==> config.mk <==
export PLATFORM = sky130hd
export DESIGN_NAME = sdram_cmd_decoder
export DESIGN_NICKNAME = d
export VERILOG_FILES = /design/src/rtl/sdcmd_pkg.sv /design/src/rtl/sdcmd_bank_fsm.sv /design/src/rtl/sdcmd_rank_table.sv /design/src/rtl/sdcmd_pin_decode.sv /design/src/rtl/sdram_cmd_decoder.sv
export SDC_FILE = /design/constraint.sdc
export NUM_CORES = 1
export LEC_CHECK = 0
export BUFFER_PORTS_ARGS = -buffer_cell sky130_fd_sc_hd__buf_2
export CAP_MARGIN = 20
export CORE_ASPECT_RATIO = 0.9
export CORE_UTILIZATION = 49
export CTS_CLUSTER_SIZE = 16
export DETAILED_ROUTE_END_ITERATION = 6
export MAX_ROUTING_LAYER = met4
export PLACE_DENSITY = 0.73
export SYNTH_ARGS = -nofsm -noshare
export SYNTH_HDL_FRONTEND = slang
export SYNTH_SLANG_ARGS = --single-unit
==> constraint.sdc <==
create_clock -name clk -period 2.66 [get_ports clk]
set_input_delay 0.532 -clock clk [delete_from_list [all_inputs] [get_ports clk]]
set_output_delay 0.532 -clock clk [all_outputs]
set_load 0.01 [all_outputs]
==> src/rtl/sdcmd_pkg.sv <==
package sdcmd_pkg;

    // decoded operation codes seen on dec_op
    typedef enum logic [2:0] {
        OP_NONE = 3'd0,
        OP_ACT  = 3'd1,
        OP_RD   = 3'd2,
        OP_WR   = 3'd3,
        OP_PRE  = 3'd4
    } op_e;

    // pin patterns on {ras_n, cas_n, we_n}
    localparam logic [2:0] PINS_ACT = 3'b011;
    localparam logic [2:0] PINS_RD  = 3'b101;
    localparam logic [2:0] PINS_WR  = 3'b100;
    localparam logic [2:0] PINS_PRE = 3'b010;

    // per-bank machine states
    typedef enum logic {
        BK_IDLE = 1'b0,
        BK_OPEN = 1'b1
    } bank_st_e;

endpackage

==> src/rtl/sdcmd_bank_fsm.sv <==
module sdcmd_bank_fsm
    import sdcmd_pkg::*;
#(
    parameter int ROW_W = 14
) (
    input  logic             clk,
    input  logic             rst_n,
    input  logic             open_req,
    input  logic             close_req,
    input  logic [ROW_W-1:0] row_in,
    output logic             is_open,
    output logic [ROW_W-1:0] row_out
);

    bank_st_e st_q, st_d;
    logic [ROW_W-1:0] row_q;

    // state register
    always_ff @(posedge clk or negedge rst_n) begin
        if (!rst_n) begin
            st_q <= BK_IDLE;
        end else begin
            st_q <= st_d;
        end
    end

    // transitions
    always_comb begin
        st_d = st_q;
        unique case (st_q)
            BK_IDLE: if (open_req)  st_d = BK_OPEN;
            BK_OPEN: if (close_req) st_d = BK_IDLE;
        endcase
    end

    // latched row, cleared when the bank closes
    always_ff @(posedge clk or negedge rst_n) begin
        if (!rst_n) begin
            row_q <= '0;
        end else if (st_q == BK_IDLE && open_req) begin
            row_q <= row_in;
        end else if (st_q == BK_OPEN && close_req) begin
            row_q <= '0;
        end
    end

    // outputs
    always_comb begin
        is_open = (st_q == BK_OPEN);
        row_out = row_q;
    end

endmodule

==> src/rtl/sdcmd_rank_table.sv <==
module sdcmd_rank_table
    import sdcmd_pkg::*;
#(
    parameter int BANKS  = 8,
    parameter int ROW_W  = 14,
    parameter int BANK_W = $clog2(BANKS)
) (
    input  logic                   clk,
    input  logic                   rst_n,
    input  logic                   act_go,
    input  logic                   pre_go,
    input  logic                   pre_all,
    input  logic [BANK_W-1:0]      bank,
    input  logic [ROW_W-1:0]       row,
    output logic                   hit_open,
    output logic [ROW_W-1:0]       hit_row,
    output logic [BANKS-1:0]       open_vec,
    output logic [BANKS*ROW_W-1:0] row_flat
);

    logic [ROW_W-1:0] rows [BANKS];

    for (genvar b = 0; b < BANKS; b++) begin : g_bank
        logic sel_b;
        assign sel_b = (bank == BANK_W'(b));

        sdcmd_bank_fsm #(
            .ROW_W (ROW_W)
        ) u_bank (
            .clk       (clk),
            .rst_n     (rst_n),
            .open_req  (act_go && sel_b),
            .close_req (pre_go && (pre_all || sel_b)),
            .row_in    (row),
            .is_open   (open_vec[b]),
            .row_out   (rows[b])
        );

        assign row_flat[b*ROW_W +: ROW_W] = rows[b];
    end

    always_comb begin
        hit_open = open_vec[bank];
        hit_row  = rows[bank];
    end

endmodule

==> src/rtl/sdcmd_pin_decode.sv <==
module sdcmd_pin_decode
    import sdcmd_pkg::*;
#(
    parameter int RANKS  = 2,
    parameter int RANK_W = (RANKS > 1) ? $clog2(RANKS) : 1
) (
    input  logic [RANKS-1:0]  cs_n,
    input  logic              ras_n,
    input  logic              cas_n,
    input  logic              we_n,
    output logic              one_sel,
    output logic              multi_sel,
    output logic [RANK_W-1:0] rank_idx,
    output op_e               cmd
);

    always_comb begin
        one_sel   = ($countones(~cs_n) == 1);
        multi_sel = ($countones(~cs_n) > 1);
        rank_idx  = '0;
        for (int r = 0; r < RANKS; r++) begin
            if (!cs_n[r]) rank_idx = RANK_W'(r);
        end
    end

    always_comb begin
        case ({ras_n, cas_n, we_n})
            PINS_ACT: cmd = OP_ACT;
            PINS_RD:  cmd = OP_RD;
            PINS_WR:  cmd = OP_WR;
            PINS_PRE: cmd = OP_PRE;
            default:  cmd = OP_NONE;
        endcase
    end

endmodule

==> src/rtl/sdram_cmd_decoder.sv <==
module sdram_cmd_decoder
    import sdcmd_pkg::*;
#(
    parameter int RANKS    = 2,
    parameter int BANKS    = 8,
    parameter int ROW_W    = 14,
    parameter int COL_W    = 10,
    parameter int ADDR_W   = 14,
    parameter int CHOP_BIT = 12,
    parameter int ALL_BIT  = 10,
    localparam int BANK_W  = $clog2(BANKS),
    localparam int RANK_W  = (RANKS > 1) ? $clog2(RANKS) : 1
) (
    input  logic                         clk,
    input  logic                         rst_n,
    input  logic [RANKS-1:0]             cs_n,
    input  logic                         ras_n,
    input  logic                         cas_n,
    input  logic                         we_n,
    input  logic [BANK_W-1:0]            ba,
    input  logic [ADDR_W-1:0]            addr,
    output logic [2:0]                   dec_op,
    output logic [RANK_W-1:0]            dec_rank,
    output logic [BANK_W-1:0]            dec_bank,
    output logic [ROW_W-1:0]             dec_row,
    output logic [COL_W-1:0]             dec_col,
    output logic                         dec_chop,
    output logic                         dec_all,
    output logic                         dec_err,
    output logic [RANKS*BANKS-1:0]       bank_open,
    output logic [RANKS*BANKS*ROW_W-1:0] bank_row
);

    // ---------------- pin decode ----------------
    logic              one_sel, multi_sel;
    logic [RANK_W-1:0] rank_idx;
    op_e               cmd;

    sdcmd_pin_decode #(
        .RANKS  (RANKS),
        .RANK_W (RANK_W)
    ) u_pins (
        .cs_n      (cs_n),
        .ras_n     (ras_n),
        .cas_n     (cas_n),
        .we_n      (we_n),
        .one_sel   (one_sel),
        .multi_sel (multi_sel),
        .rank_idx  (rank_idx),
        .cmd       (cmd)
    );

    // ---------------- legality ----------------
    logic [RANKS-1:0] hit_open_v;
    logic [ROW_W-1:0] hit_row_a [RANKS];
    logic             hit_open;
    logic [ROW_W-1:0] hit_row;
    logic             is_rw;
    logic             act_go, rw_go, pre_go, bad;

    always_comb begin
        hit_open = hit_open_v[rank_idx];
        hit_row  = hit_row_a[rank_idx];
        is_rw    = (cmd == OP_RD) || (cmd == OP_WR);
        act_go   = one_sel && (cmd == OP_ACT) && !hit_open;
        rw_go    = one_sel && is_rw && hit_open;
        pre_go   = one_sel && (cmd == OP_PRE);
        bad      = multi_sel ||
                   (one_sel && (((cmd == OP_ACT) && hit_open) ||
                                (is_rw && !hit_open)));
    end

    // ---------------- per-rank bank tables ----------------
    for (genvar r = 0; r < RANKS; r++) begin : g_rank
        logic mine;
        assign mine = (rank_idx == RANK_W'(r));

        sdcmd_rank_table #(
            .BANKS  (BANKS),
            .ROW_W  (ROW_W),
            .BANK_W (BANK_W)
        ) u_table (
            .clk      (clk),
            .rst_n    (rst_n),
            .act_go   (act_go && mine),
            .pre_go   (pre_go && mine),
            .pre_all  (addr[ALL_BIT]),
            .bank     (ba),
            .row      (addr[ROW_W-1:0]),
            .hit_open (hit_open_v[r]),
            .hit_row  (hit_row_a[r]),
            .open_vec (bank_open[r*BANKS +: BANKS]),
            .row_flat (bank_row[r*BANKS*ROW_W +: BANKS*ROW_W])
        );
    end

    // ---------------- next decoded outputs ----------------
    op_e               op_d, op_q;
    logic [RANK_W-1:0] rank_d, rank_q;
    logic [BANK_W-1:0] bank_d, bank_q;
    logic [ROW_W-1:0]  row_d, row_q;
    logic [COL_W-1:0]  col_d, col_q;
    logic              chop_d, chop_q;
    logic              all_d, all_q;
    logic              err_q;

    always_comb begin
        op_d   = OP_NONE;
        rank_d = '0;
        bank_d = '0;
        row_d  = '0;
        col_d  = '0;
        chop_d = 1'b0;
        all_d  = 1'b0;
        if (act_go) begin
            op_d   = OP_ACT;
            rank_d = rank_idx;
            bank_d = ba;
            row_d  = addr[ROW_W-1:0];
        end else if (rw_go) begin
            op_d   = cmd;
            rank_d = rank_idx;
            bank_d = ba;
            row_d  = hit_row;
            col_d  = addr[COL_W-1:0];
            chop_d = addr[CHOP_BIT];
        end else if (pre_go) begin
            op_d   = OP_PRE;
            rank_d = rank_idx;
            bank_d = ba;
            all_d  = addr[ALL_BIT];
        end
    end

    // ---------------- output register ----------------
    always_ff @(posedge clk or negedge rst_n) begin
        if (!rst_n) begin
            op_q   <= OP_NONE;
            rank_q <= '0;
            bank_q <= '0;
            row_q  <= '0;
            col_q  <= '0;
            chop_q <= 1'b0;
            all_q  <= 1'b0;
            err_q  <= 1'b0;
        end else begin
            op_q   <= op_d;
            rank_q <= rank_d;
            bank_q <= bank_d;
            row_q  <= row_d;
            col_q  <= col_d;
            chop_q <= chop_d;
            all_q  <= all_d;
            err_q  <= bad;
        end
    end

    assign dec_op   = op_q;
    assign dec_rank = rank_q;
    assign dec_bank = bank_q;
    assign dec_row  = row_q;
    assign dec_col  = col_q;
    assign dec_chop = chop_q;
    assign dec_all  = all_q;
    assign dec_err  = err_q;

endmodule

# After elaboration in Yosys (flattened, before gate mapping)

Cells that the tools add are included.
Widths: inputs -> output; s select.

Logic and storage cells: 301
Bits of input ports: 24
Register bits: 274
Output and inout bits: 274

Eq/ne operators: 16
Muxes and demuxes: 115
$lt $le $gt $ge: 5
Bitwise gates (word level): 19
Reductions and logical operators: 105
Add/sub/neg operators: 1

Operator list:

| operator            | number |
|---|---|
| $mux 14             | 41 |
| $bmux 14 s3         | 2 |
| $logic_and 1x1->1   | 76 |
| $mux 1              | 45 |
| $eq 32x2->1 const B | 1 |
| $gt 32x2->1 const B | 1 |
| $pmux 1 s2          | 16 |
| $reduce_bool 2->1   | 16 |
| $eq 3x3->1 const B  | 7 |
| $mux 10             | 2 |
| $eq 3x2->1 const B  | 6 |
| $mux 3              | 6 |
| $not 1->1           | 16 |
| $pmux 3 s4          | 1 |
| $logic_or 1x1->1    | 11 |
| $bmux 1 s3          | 2 |
| $eq 3x1->1 const B  | 2 |
| $ge 4x4->1 const B  | 1 |
| $lt 3x4->1 const B  | 1 |
| $not 3->4           | 1 |
| $logic_not 3->1     | 1 |
| $add 1x1->2         | 1 |
| $ge 2x2->1 const B  | 1 |
| $lt 1x2->1 const B  | 1 |
| other kinds (3)     | 3 |

# Longest topological paths before layout

Gate-level depths: netlist of run 1.

Depth in word-level cells: 10
Gate-level depth with buffers: 12
Depth with buffers taken out: 6

# By module

A second synthesis of run 1 with hierarchy kept.

Cells, all modules: 1,221
Area total of the unflattened synthesis: 15,227.1 um2

By module, submodules not included:

| module            | seq. area each (um2) | cells an instance | instances | area an instance (um2) |
|---|---|---|---|---|
| sdcmd_bank_fsm    | 375.4                | 51                | 16        | 709.4 |
| sdcmd_rank_table  | 0.0                  | 147               | 2         | 1,183.6 |
| sdram_cmd_decoder | 850.8                | 103               | 1         | 1,451.4 |
| sdcmd_pin_decode  | 0.0                  | 8                 | 1         | 57.6 |

# Worst setup path before layout of run 1

OpenSTA, ideal clock, no wires.

Path kind: input port to flip-flop
Start point: input port cs_n[1]
End point: register g_rank[1].u_table.g_bank[4].u_bank.row_q[10]
Stages: 9
Data required time: 2.539 ns
Path buffers: 3
Slack: -0.677 ns
Data arrival time: 3.216 ns
Setup time: 0.121 ns
Path through: inv_1 > buf_1 > buf_2 > ha_1 > or3b_2 > a2111o_1 > o32a_2 > buf_6 > a22o_1

Longest elaborated chain between the ends: 9
Elaborated cells between the ends (all ways): 18
Those cells by class: add/sub (1); eq/ne (1); mux (4); bitwise (1); reduce/logical (11)

Ends and longest elaborated chain:

| element                                             | RTL line                | text |
|---|---|---|
| start, declared                                     | sdram_cmd_decoder.sv:16 | `input logic [RANKS-1:0] cs_n,` |
| $not 2->2                                           | sdcmd_pin_decode.sv:18  | `one_sel = ($countones(~cs_n) == 1);` |
| $add 1x1->2 (not written as such)                   | sdcmd_pin_decode.sv:18  |  |
| $eq 32x2->1                                         | sdcmd_pin_decode.sv:18  |  |
| $logic_and 1x1->1 (2 in a row)                      | sdram_cmd_decoder.sv:65 | `act_go = one_sel && (cmd == OP_ACT) && !hit_open;` |
| $logic_and 1x1->1                                   | sdram_cmd_decoder.sv:85 | `.act_go (act_go && mine),` |
| $logic_and 1x1->1                                   | sdcmd_rank_table.sv:32  | `.open_req (act_go && sel_b),` |
| $logic_and 1x1->1                                   | sdcmd_bank_fsm.sv:40    | `end else if (st_q == BK_IDLE && open_req) begin` |
| $mux 14 / $reduce_bool 2->1 (equally long branches) | --                      |  |
| end signal, assigned                                | sdcmd_bank_fsm.sv:41    | `row_q <= row_in;` |
| end, declared                                       | sdcmd_bank_fsm.sv:16    | `logic [ROW_W-1:0] row_q;` |

Several ways; a longest one is shown, not always the timed one. The select of a mux whose other input is x is not followed.
A chain may end at the register's enable or synchronous reset.

# Worst setup path after layout of run 1

Start point: register g_rank[1].u_table.g_bank[7].u_bank.st_q
End point: register g_rank[1].u_table.g_bank[4].u_bank.row_q[1]

Longest elaborated chain between the ends: 10
Elaborated cells between the ends (all ways): 11
Those cells by class: mux (5); reduce/logical (6)

Ends and longest elaborated chain:

| element                                             | RTL line                | text |
|---|---|---|
| start, declared                                     | sdcmd_bank_fsm.sv:15    | `bank_st_e st_q, st_d;` |
| start signal, assigned                              | sdcmd_bank_fsm.sv:23    | `st_q <= st_d;` |
| $bmux 1 s3 *                                        | sdcmd_rank_table.sv:43  | `hit_open = open_vec[bank];` |
| $mux 1 (not written as such) *                      | sdcmd_rank_table.sv:43  |  |
| $mux 1 (not written as such) * (2 in a row)         | sdram_cmd_decoder.sv:62 | `hit_open = hit_open_v[rank_idx];` |
| $logic_not 1->1 *                                   | sdram_cmd_decoder.sv:65 |  |
| $logic_and 1x1->1 *                                 | sdram_cmd_decoder.sv:65 |  |
| $logic_and 1x1->1 *                                 | sdram_cmd_decoder.sv:85 |  |
| $logic_and 1x1->1 *                                 | sdcmd_rank_table.sv:32  |  |
| $logic_and 1x1->1 *                                 | sdcmd_bank_fsm.sv:40    |  |
| $mux 14 / $reduce_bool 2->1 (equally long branches) | --                      |  |

Every way passes the cells marked *; elsewhere a longest branch is shown, timed or not. The select of a mux whose other input is x is not followed.

==> run_results.csv, run 1 <==
group,metric,value,unit
status,status,"finished clean",
yosys,seq_area_frac_synth,0.521,
yosys,ys_async_sr_fraction,1.00,
clock_tree,cts_hold_buffers,1,
routing,finalWirelength,48.9,mm
global_route,antenna_found_initial,1,
clock_tree,cts_tree,"yes",
critical_path,worstPathMaxFanout,14,
cells_and_area,instances_no_fill,1734,
critical_path,cp-startpoint,"g_rank[1].u_table.g_bank[7].u_bank.is_open",
timing,rsz0062_at_grt,"false",
timing,fin_setup_tns,0,ns
power,clkPwrFrac,0.366,
clock_tree,cts_setup_buffers,0,
cells_and_area,fillers,2083,
timing,period_minus_slack,2.29,ns
timing,hold_viol_final,0,
global_route,grt_pass1_wl,71.8,mm
die,num_io_pins,298,
cells_and_area,syn_to_final_growth,25.0,%
clock_tree,cts_buffers,28,
yosys,synth_area_leaders,"dfrtp_1 (52%), mux4_2 (12%), a22o_1 (5.7%)",
timing,relSlewSlack,0.593,
timing,slew_viol_final,0,
cells_and_area,final_nets,1392,
routing,ant_nets,0,
yosys,synth_edf_count,0,
hold_path,min_from,"addr[1]",
hold_path,hold_path.class,"input port to flip-flop",
clock_tree,post_cts_resized,0,
routing,drt_iter0_drc,1692,
flow_run,maxCapViolations,0,
critical_path,cp-end-kind,"flip-flop",
power,powerDensity,718,nW/um2
yosys,yosysMostFrequentCell,"dfrtp_1",
yosys,synth_flop_cell,"dfrtp_1",
die,die_y,158,um
placement,placedCellCount,1682,
global_route,grt_max_degree,92,
cells_and_area,drive_gt1_frac,0.441,
yosys,synth_top_area_frac,0.521,
timing,setup_viol,0,
critical_path,crit_type,"flip-flop to flip-flop",
routing,vias_per_cell,6.74,
die,fp-row-count,56,
routing,first_pass_iters,6,
routing,drc,0,
critical_path,worstPathRequired,3.09,ns
timing,tightest_slew,0.610,ns
global_route,grt_pass1_vias,11200,
power,seq_power_share,0.440,
yosys,synth_area_per_cell,12.2,um2
power,p_sw_frac,0.295,
timing,fin_worst_skew,0.0165,ns
global_route,overflow,0,
die,coreArea,26200,um2
critical_path,start_kind,"flip-flop",
yosys,yosys-top-cells-count,"dfrtp_1 (274), a22o_1 (86), a31o_2 (84)",
clock_tree,clockBufferDepth,3,
die,die_area,27500,um2
power,p_comb_frac,0.195,
cells_and_area,diodes,0,
clock_tree,clk-insertion-delay-late,0.55,ns
yosys,ys_ff_latch,274,
routing,vias,11700,
yosys,synthCells,1077,
clock_tree,clk_pin_slew_worst_paths,0.07,ns
die,start_util,0.502,
critical_path,arrival,2.72,ns
clock_tree,htreeDepth,1,
global_route,grtUsageTotal,0.364,
timing,finalCritPeriodShare,0.860,
timing,fmax,437,MHz
yosys,synth.largest_area_cell,"dfrtp_1",
yosys,netlist_area,13200,um2
placement,dp_hpwl,34.9,mm
placement,port_buffers,297,
critical_path,r2r-start,"g_rank[1].u_table.g_bank[7].u_bank.is_open",
routing,wire_per_inst,28.2,um
die,die_x,175,um
power,intPower,8.33,mW
power,p_leak,8.42,nW
power,ir_worst_vdd,0.000502,V
yosys,synthesis.nets,1104,
placement,gp_congestion,0.919,
clock_tree,cts_root_buffer,"clkbuf_16",
yosys,synth_cell_types,62,
yosys,yosysWarnings,0,
clock_tree,cts_sinks,274,
power,switching_power,3.49,mW
## sequential cells by signal, indices dropped and copies added (netlist names)
| name | flops |
|---|---|
| g_rank.u_table.g_bank.u_bank.row_out | 224 |
| dec_row | 14 |
| dec_chop | 1 |
| dec_op | 3 |
| dec_col | 10 |
| dec_bank | 3 |
| dec_all | 1 |
| g_rank.u_table.g_bank.u_bank.is_open | 16 |
| dec_err | 1 |
| dec_rank | 1 |
## kinds of logic (layout without fill, tap and decap cells)
kind of cell | after synthesis | after routing | synth area share
buffers and inverters | 168 | 477 | 0.0577
AOI/OAI and AO/OA | 327 | 327 | 0.192
and+or+nand+nor | 215 | 215 | 0.0901
DFF | 274 | 274 | 0.521
adders and majority gates | 3 | 3 | 0.00285
muxes | 90 | 90 | 0.137
## worst paths after layout
path	endpoint	slack, ns	cells past startpoint
setup / recovery	g_rank[1].u_table.g_bank[4].u_bank.row_out[1]	0.37	4
hold / removal	g_rank[1].u_table.g_bank[3].u_bank.row_out[1]	0.37	3
setup reg to reg	g_rank[1].u_table.g_bank[4].u_bank.row_out[1]	0.37	4
hold reg to reg	g_rank[1].u_table.g_bank[2].u_bank.row_out[9]	0.52	1
max in group asynchronous	g_rank[1].u_table.g_bank[5].u_bank.row_out[8]	1.31	3
min in group asynchronous	g_rank[0].u_table.g_bank[0].u_bank.row_out[3]	0.49	2
## cell type report
cell class                      count  area [um2]  area share
Clock inverter                     13         196      0.0119
Sequential cell                   274        6860       0.416
Timing Repair Buffer              387        2400       0.146
Inverter                           39         146     0.00889
Clock buffer                       38         820      0.0498
Multi-Input combinational cell    635        5610       0.341
Tap cell                          348         435      0.0264
## worst max-delay path: stages (launching register included)
cell and delay, ns:
dfrtp_1 0.48, mux4_2 0.59, a2111o_1 0.53, o32a_4 0.34
a22o_1 0.21
## metrics by stage
stage	hold slack, ns	instance area [um2]	utilization	setup slack, ns	power [mW]
6_report	0.373	16500	0.628	0.373	11.8
5_1_grt	0.385	16500	0.628	0.304	12.2
4_1_cts	0.361	16500	0.628	0.376	11.8
3_5_place_dp	0.480	15400	0.589	-0.101	7.50
3_3_place_gp	0.476	15400	0.589	-0.0801	7.45
2_1_floorplan	0.236	13200	-	0.00217	6.34
## power groups by stage
| stage | Combinational [mW] | Clock [mW] | Sequential, mW |
|---|---|---|---|
| 2_1_floorplan | 1.09 | 0 | 5.26 |
| 3_3_place_gp | 2.22 | 0 | 5.23 |
| 3_5_place_dp | 2.27 | 0 | 5.23 |
| 4_1_cts | 2.28 | 4.34 | 5.17 |
| 5_1_grt | 2.44 | 4.50 | 5.23 |
| 6_report | 2.30 | 4.32 | 5.20 |
## cell usage in the layout (no fill, tap or decap), types with 3 or more instances in the layout
cell type  instances
clkbuf_8           6
nor4_1             3
buf_2            295
buf_12            18
o2bb2ai_1         16
or4_1              3
dfrtp_1          274
nand2_1           42
inv_1             38
a31o_2            84
clkbuf_16         29
a31oi_1            4
nor3_1            46
clkbuf_1           3
nand3b_1           4
mux4_2            72
nor2b_1            3
nand4_1           14
o31ai_1           15
clkinv_2           6
and3_1            47
mux2i_1           16
a21o_1             6
nand2b_1           6
o21ai_0           81
nand3_1            5
nor2_1            21
or2_1              3
bufinv_16          5
buf_4             72
and2_1             4
a22o_1            86
a32oi_1            5
a21oi_1            4
## metal layers
| layer | vias to the layer above | part of all wire | routed length [um] | global-route usage |
|---|---|---|---|---|
| li1 | 4691 | - | - | - |
| met1 | 5945 | 0.39 | 19100 | 0.499 |
| met2 | 917 | 0.44 | 21700 | 0.524 |
| met3 | 133 | 0.13 | 6140 | 0.0940 |
| met4 | 0 | 0.040 | 1970 | 0.135 |
| met5 | - | 0 | 0 | - |
No activity file was read; power rests on OpenSTA's default activity.
==> run 2, diff against run 1 <==
Settings changed: CAP_MARGIN 20 to not set, PLACE_DENSITY 0.73 to 0.72, SYNTH_HIERARCHICAL set to 1.
==> run 2 against run 1 <==
Effect of this change:
- first-iteration DRC count down 29%
- design area up 9.7%
- flip-flop and latch count unchanged
- utilization down 3.1 points
- largest cell class is now multi-input combinational cells
- largest power group unchanged
- sequential power is 33% higher
- power rose by 45%
- combinational power increased to 2.5 times the previous value
- critical endpoint is now g_rank[1].u_table/g_bank[2].u_bank/row_out[8]
- via count grew 3.5%
- clock power about the same
- hold slack better by 0.022 ns
==> run_results.csv, run 2 <==
group,metric,value,unit
status,status,"finished clean",
placement,dp_hpwl,34.2,mm
die,start_util,0.503,
flow_run,maxCapViolations,0,
yosys,synth_edf_count,0,
die,num_io_pins,298,
cells_and_area,drive_gt1_frac,0.346,
timing,fmax,420,MHz
clock_tree,cts_sinks,274,
die,die_y,169,um
placement,placed_area,17000,um2
hold_path,min_from,"cs_n[0]",
timing,period_minus_slack,2.38,ns
critical_path,worst-r2r-setup-slack,0.28,ns
yosys,netlist_area,15200,um2
die,fp-row-count,60,
yosys,yosysMostFrequentCell,"dfrtp_1",
power,ir_worst_vdd,0.000519,V
clock_tree,clockBufferDepth,3,
cells_and_area,most-common-layout-cells,"buf_2 (295), dfrtp_1 (274), mux2i_1 (256), o2bb2ai_1 (239), buf_4 (68)",
routing,vias,12100,
clock_tree,cts_buffers,31,
global_route,grt_max_degree,95,
global_route,grtUsageTotal,0.322,
yosys,ys_async_sr_fraction,1.00,
die,die_area,31800,um2
critical_path,cp-end-kind,"flip-flop",
timing,relSlewSlack,0.483,
cells_and_area,post-route-util,0.597,
hold_path,hold_path.class,"input port to flip-flop",
hold_path,hold_path_depth,4,
routing,first_pass_iters,5,
timing,tightest_slew,0.775,ns
cells_and_area,instances_no_fill,1945,
yosys,yosys-top-cells-count,"dfrtp_1 (274), mux2i_1 (256), o2bb2ai_1 (239)",
global_route,grt_pass1_wl,75.5,mm
timing,fin_worst_skew,0.0128,ns
yosys,synth_area_per_cell,12.5,um2
placement,port_buffers,297,
yosys,synth-compound-area-share,0.198,
cells_and_area,final_nets,1545,
global_route,overflow,0,
clock_tree,cts_setup_buffers,0,
placement,gp_congestion,0.971,
timing,fin_setup_tns,0,ns
clock_tree,clk_pin_slew_worst_paths,0.06,ns
clock_tree,htreeDepth,1,
routing,vias_per_cell,6.22,
yosys,synth.largest_area_cell,"dfrtp_1",
yosys,synthCells,1221,
yosys,yosysWarnings,6,
yosys,synthAdderAreaFrac,0.000822,
yosys,synthesis.nets,1246,
timing,hold_viol_final,0,
global_route,antenna_found_initial,1,
global_route,grt_pass1_vias,11600,
timing,finalCritPeriodShare,0.895,
yosys,synth_top_family_by_area,"multiplexers",
yosys,seq_area_frac_synth,0.450,
cells_and_area,layout_commonest_cell,"buf_2",
critical_path,rr_worst_depth,9,
die,die_x,188,um
hold_path,whs_endpoint,"dec_err",
critical_path,worstPathRequired,3.10,ns
cells_and_area,fillers,2571,
timing,setup_viol,0,
critical_path,crit_type,"flip-flop to flip-flop",
routing,drt_iter0_drc,1209,
cells_and_area,syn_to_final_growth,18.6,%
yosys,synth_cell_types,45,
placement,placedCellCount,1889,
timing,rsz0062_at_grt,"false",
power,powerDensity,946,nW/um2
timing,slew_viol_final,0,
clock_tree,clk-insertion-delay-late,0.56,ns
yosys,yosys.area_share.simple,0.0565,
clock_tree,cts_tree,"yes",
routing,wire_per_inst,26.0,um
critical_path,r2r-start,"g_rank[1].u_table/g_bank[7].u_bank/is_open",
yosys,synth_mux_area_frac,0.224,
clock_tree,cts_root_buffer,"clkbuf_16",
cells_and_area,diodes,0,
routing,drc,0,
critical_path,start_kind,"flip-flop",
die,coreArea,30300,um2
routing,finalWirelength,50.6,mm
cells_and_area,fin_area,18100,um2
yosys,synth_flop_cell,"dfrtp_1",
cells_and_area,largest_reg_flops,224,
yosys,synth_top_area_frac,0.450,
critical_path,timing.rr.end,"g_rank[1].u_table/g_bank[2].u_bank/row_out[8]",
critical_path,arrival,2.83,ns
power,p_leak,8.10,nW
routing,ant_nets,0,
yosys,ys_ff_latch,274,
critical_path,worstPathMaxFanout,15,
yosys,synth_xor_area_frac,0,
yosys,synth_area_leaders,"dfrtp_1 (45%), mux2i_1 (17%), o2bb2ai_1 (14%)",
[run 2: timing repair]
| item | CTS | global route |
|---|---|---|
| hold endpoints to repair | 39 | 0 |
| hold buffers | 1 | 0 |
| gates resized for setup | 0 | 0 |
[run 2: layout make-up]
type                    instances  area (um2)  area share
multi-input cells             821        7290       0.404
flip-flops and latches        274        6860       0.380
repair buffers                382        2350       0.130
clock buffers                  52         975      0.0540
well taps                     403         504      0.0279
clock inverters                 3        43.8     0.00242
inverters                      10        37.5     0.00208
[run 2: report_power, final]
part / total, mW / switching [mW] / internal (mW) / leakage, nW
logic: 5.82 / 3.29 / 2.53 / 3.83
registers: 6.94 / 1.47 / 5.47 / 3.76
clock network: 4.32 / 1.76 / 2.56 / 0.501
[run 2: worst max path at each step]
stage | start | endpoint | slack (ns) | cells past startpoint
CTS | g_rank[1].u_table/g_bank[7].u_bank/is_open | g_rank[1].u_table/g_bank[0].u_bank/row_out[0] | 0.29 | 9
detailed placement | ba[0] | g_rank[1].u_table/g_bank[2].u_bank/row_out[8] | -0.20 | 11
floorplan | ba[0] | g_rank[1].u_table/g_bank[5].u_bank/row_out[0] | 0.06 | 12
finish | g_rank[1].u_table/g_bank[7].u_bank/is_open | g_rank[1].u_table/g_bank[2].u_bank/row_out[8] | 0.28 | 9
global route | g_rank[1].u_table/g_bank[7].u_bank/is_open | g_rank[1].u_table/g_bank[0].u_bank/row_out[0] | 0.11 | 9
global placement | ba[0] | g_rank[1].u_table/g_bank[5].u_bank/row_out[0] | -0.16 | 11
[run 2: logic make-up (layout without fill, tap and decap cells)]
| group | count (synthesis) | in the layout |
|---|---|---|
| AOI/OAI and AO/OA | 364 | 364 |
| adders and majority gates | 1 | 1 |
| buffers and inverters | 126 | 447 |
| DFF | 274 | 274 |
| muxes | 324 | 324 |
| and+or+nand+nor | 132 | 132 |
[run 2: through the flow]
step	worst slack (ns)	hold WS [ns]	power (mW)
2_1_floorplan	0.0551	0.236	9.97
3_3_place_gp	-0.156	0.449	12.5
3_5_place_dp	-0.200	0.448	12.7
4_1_cts	0.292	0.367	17.0
5_1_grt	0.108	0.409	17.9
6_report	0.278	0.395	17.1
[run 2: per-layer routing]
metal,wire (um),track usage,share of wire
met1,22400,0.462,0.44
met2,22400,0.465,0.44
met3,4160,0.0542,0.082
met4,1610,0.0997,0.032
met5,0,-,0
[run 2: critical path: stages (launching register included)]
cell and delay [ns]:
dfrtp_1 0.38, mux2_2 0.27, o22ai_1 0.17, a221oi_1 0.13
nor3b_1 0.33, nand2_1 0.22, nor2_1 0.24, buf_12 0.20
mux2i_1 0.23, o2bb2ai_1 0.09
==> run 3, diff against run 2 <==
Settings changed: CORE_MARGIN set to 2.
Clock period 2.66 ns to 3 ns, I/O delays scaled along.
==> run 3 against run 2 <==
Effect of this change:
- the run now ends with hold timing left
- critical path type unchanged
- wire length fell by 0.48%
- utilization down 1.1 points
- clock power decreased by 11%
- critical path depth unchanged
- clock skew is 0.0021 ns lower
- sequential share of layout area increased by 0.11 points
- sequential power fell by 11%
- register-to-register slack improved by 0.24 ns
- design area shrank 0.28%
- final cell count fell by 0.21%
==> run_results.csv, run 3 (synthesis gave the netlist of run 2 again) <==
group,metric,value,unit
critical_path,crit_chain,"mux2_2 -> o22ai_1 -> a221oi_1 -> nor3b_1 -> nand2_1 -> nor2_1 -> buf_4 -> mux2i_1 -> o2bb2ai_1",
critical_path,cp-end-kind,"flip-flop",
global_route,grt_max_degree,75,
critical_path,slowest_stage,"dfrtp_1",
power,p_leak,8.06,nW
cells_and_area,fillers,2541,
clock_tree,cts_tree,"yes",
timing,rsz0062_at_grt,"false",
cells_and_area,syn_to_final_growth,18.3,%
die,start_util,0.495,
timing,fmax,402,MHz
timing,hold_viol_final,2,
routing,vias,11900,
cells_and_area,post-route-util,0.586,
placement,dp_hpwl,35.4,mm
clock_tree,cts_root_buffer,"clkbuf_16",
critical_path,worstPathRequired,3.44,ns
critical_path,worstPathMaxFanout,9,
die,die_area,32500,um2
global_route,grt_pass1_vias,11700,
global_route,grtUsageTotal,0.315,
flow_run,maxCapViolations,0,
global_route,grt_pass1_wl,75.2,mm
global_route,antenna_found_initial,1,
routing,drt_iter0_drc,1028,
global_route,overflow,0,
cells_and_area,final_nets,1536,
clock_tree,htreeDepth,1,
timing,tightest_slew,0.683,ns
routing,vias_per_cell,6.13,
clock_tree,cts_sinks,274,
cells_and_area,register_area,6860,um2
critical_path,max_stage_delay,0.40,ns
cells_and_area,largest_reg_flops,224,
placement,gp_congestion,0.957,
die,die_y,171,um
critical_path,arrival,2.92,ns
critical_path,rr_worst_depth,9,
clock_tree,post_cts_resized,0,
timing,period_minus_slack,2.49,ns
clock_tree,cts_hold_buffers,0,
timing,setup_viol,0,
routing,first_pass_iters,5,
clock_tree,clockBufferDepth,3,
clock_tree,clk-insertion-delay-late,0.56,ns
timing,fin_setup_tns,0,ns
die,fp-row-count,61,
hold_path,hold_path.class,"input port to asynchronous set/reset pin",
timing,slew_viol_final,0,
timing,finalCritPeriodShare,0.829,
placement,port_buffers,297,
cells_and_area,multi_input_area,7290,um2
clock_tree,clk_pin_slew_worst_paths,0.06,ns
routing,finalWirelength,50.3,mm
timing,fin_worst_skew,0.0107,ns
power,ir_worst_vdd,0.000470,V
cells_and_area,drive_gt1_frac,0.347,
die,die_x,190,um
die,coreArea,30800,um2
status,failed_checks,"hold timing",
clock_tree,cts_buffers,31,
cells_and_area,layout_commonest_cell,"buf_2",
critical_path,crit_type,"flip-flop to flip-flop",
die,num_io_pins,298,
timing,relSlewSlack,0.545,
status,status,"finished with violations",
routing,drc,0,
routing,wire_per_inst,25.9,um
critical_path,start_kind,"flip-flop",
power,powerDensity,841,nW/um2
cells_and_area,most-common-layout-cells,"buf_2 (295), dfrtp_1 (274), mux2i_1 (256), o2bb2ai_1 (239), buf_4 (61)",
routing,ant_nets,0,
clock_tree,cts_setup_buffers,0,
timing,fin_hold_ws,-0.00863,ns
==> run 3: cell types whose count changed in the layout (fill, tap and decap cells not counted) <==
cell           previous run  this run
clkbuf_8                 12        11
bufinv_16                 1         2
clkinv_2                  1         4
dlygate4sd3_1             1         0
clkbuf_1                  9         2
buf_12                   17        16
clkinv_4                  0         1
buf_4                    68        61
diode_2                   0         1
clkinvlp_4                0         1
==> run 3: layout make-up <==
class	count	share of cell area
multi-input combinational	821	0.405
sequential	274	0.381
timing repair buffer	373	0.126
clock buffer	44	0.0519
tap	409	0.0284
clock inverter	9	0.00584
inverter	10	0.00208
antenna	1	0.000139
==> run 3: final timing paths <==
path                                                                     from                                       endpoint  slack (ns)
worst max-delay path               g_rank[1].u_table/g_bank[5].u_bank/is_open  g_rank[1].u_table/g_bank[6].u_bank/row_out[7]        0.51
worst min-delay path                                                    rst_n  g_rank[0].u_table/g_bank[2].u_bank/row_out[2]      -0.009
worst max register to register     g_rank[1].u_table/g_bank[5].u_bank/is_open  g_rank[1].u_table/g_bank[6].u_bank/row_out[7]        0.51
worst min register to register  g_rank[1].u_table/g_bank[3].u_bank/row_out[3]  g_rank[1].u_table/g_bank[3].u_bank/row_out[3]        0.52
max in group asynchronous                                               rst_n  g_rank[1].u_table/g_bank[5].u_bank/row_out[1]        2.12
min in group clk                                                      cs_n[0]                                        dec_err        0.46
==> run 3: through the flow <==
stage / setup WS, ns / total power, mW / hold slack, ns / area, um2 / std cells
floorplan: 0.327 / 8.84 / 0.304 / 15200 / 1221
global placement: 0.0759 / 11.1 / 0.506 / 17000 / 1887
detailed placement: 0.00487 / 11.3 / 0.512 / 17000 / 1887
CTS: 0.554 / 15.1 / 0.0499 / 18000 / 1940
global route: 0.386 / 15.9 / 0.0574 / 18000 / 1941
finish: 0.514 / 15.2 / -0.00863 / 18000 / 1941
==> run 3: report_power, final <==
group / internal [mW] / switching, mW
Combinational: 2.24 / 2.91
Clock: 2.31 / 1.54
Sequential: 4.85 / 1.30
Total: 9.40 / 5.75
==> run 3: critical path, delay by kind of cell, from the launching register on <==
| kind | cells | cell delay [ns] |
|---|---|---|
| AOI/OAI and AO/OA | 3 | 0.43 |
| buffers and inverters | 1 | 0.27 |
| DFF | 1 | 0.40 |
| muxes | 2 | 0.48 |
| and+or+nand+nor | 3 | 0.79 |
==> run 3: per-layer routing <==
metal  vias to the layer above  global-route usage  part of all wire
li1                       5304                   -                 -
met1                      5981               0.437              0.44
met2                       513               0.454              0.44
met3                        94              0.0777             0.083
met4                         0               0.103             0.033
met5                         -                   -                 0
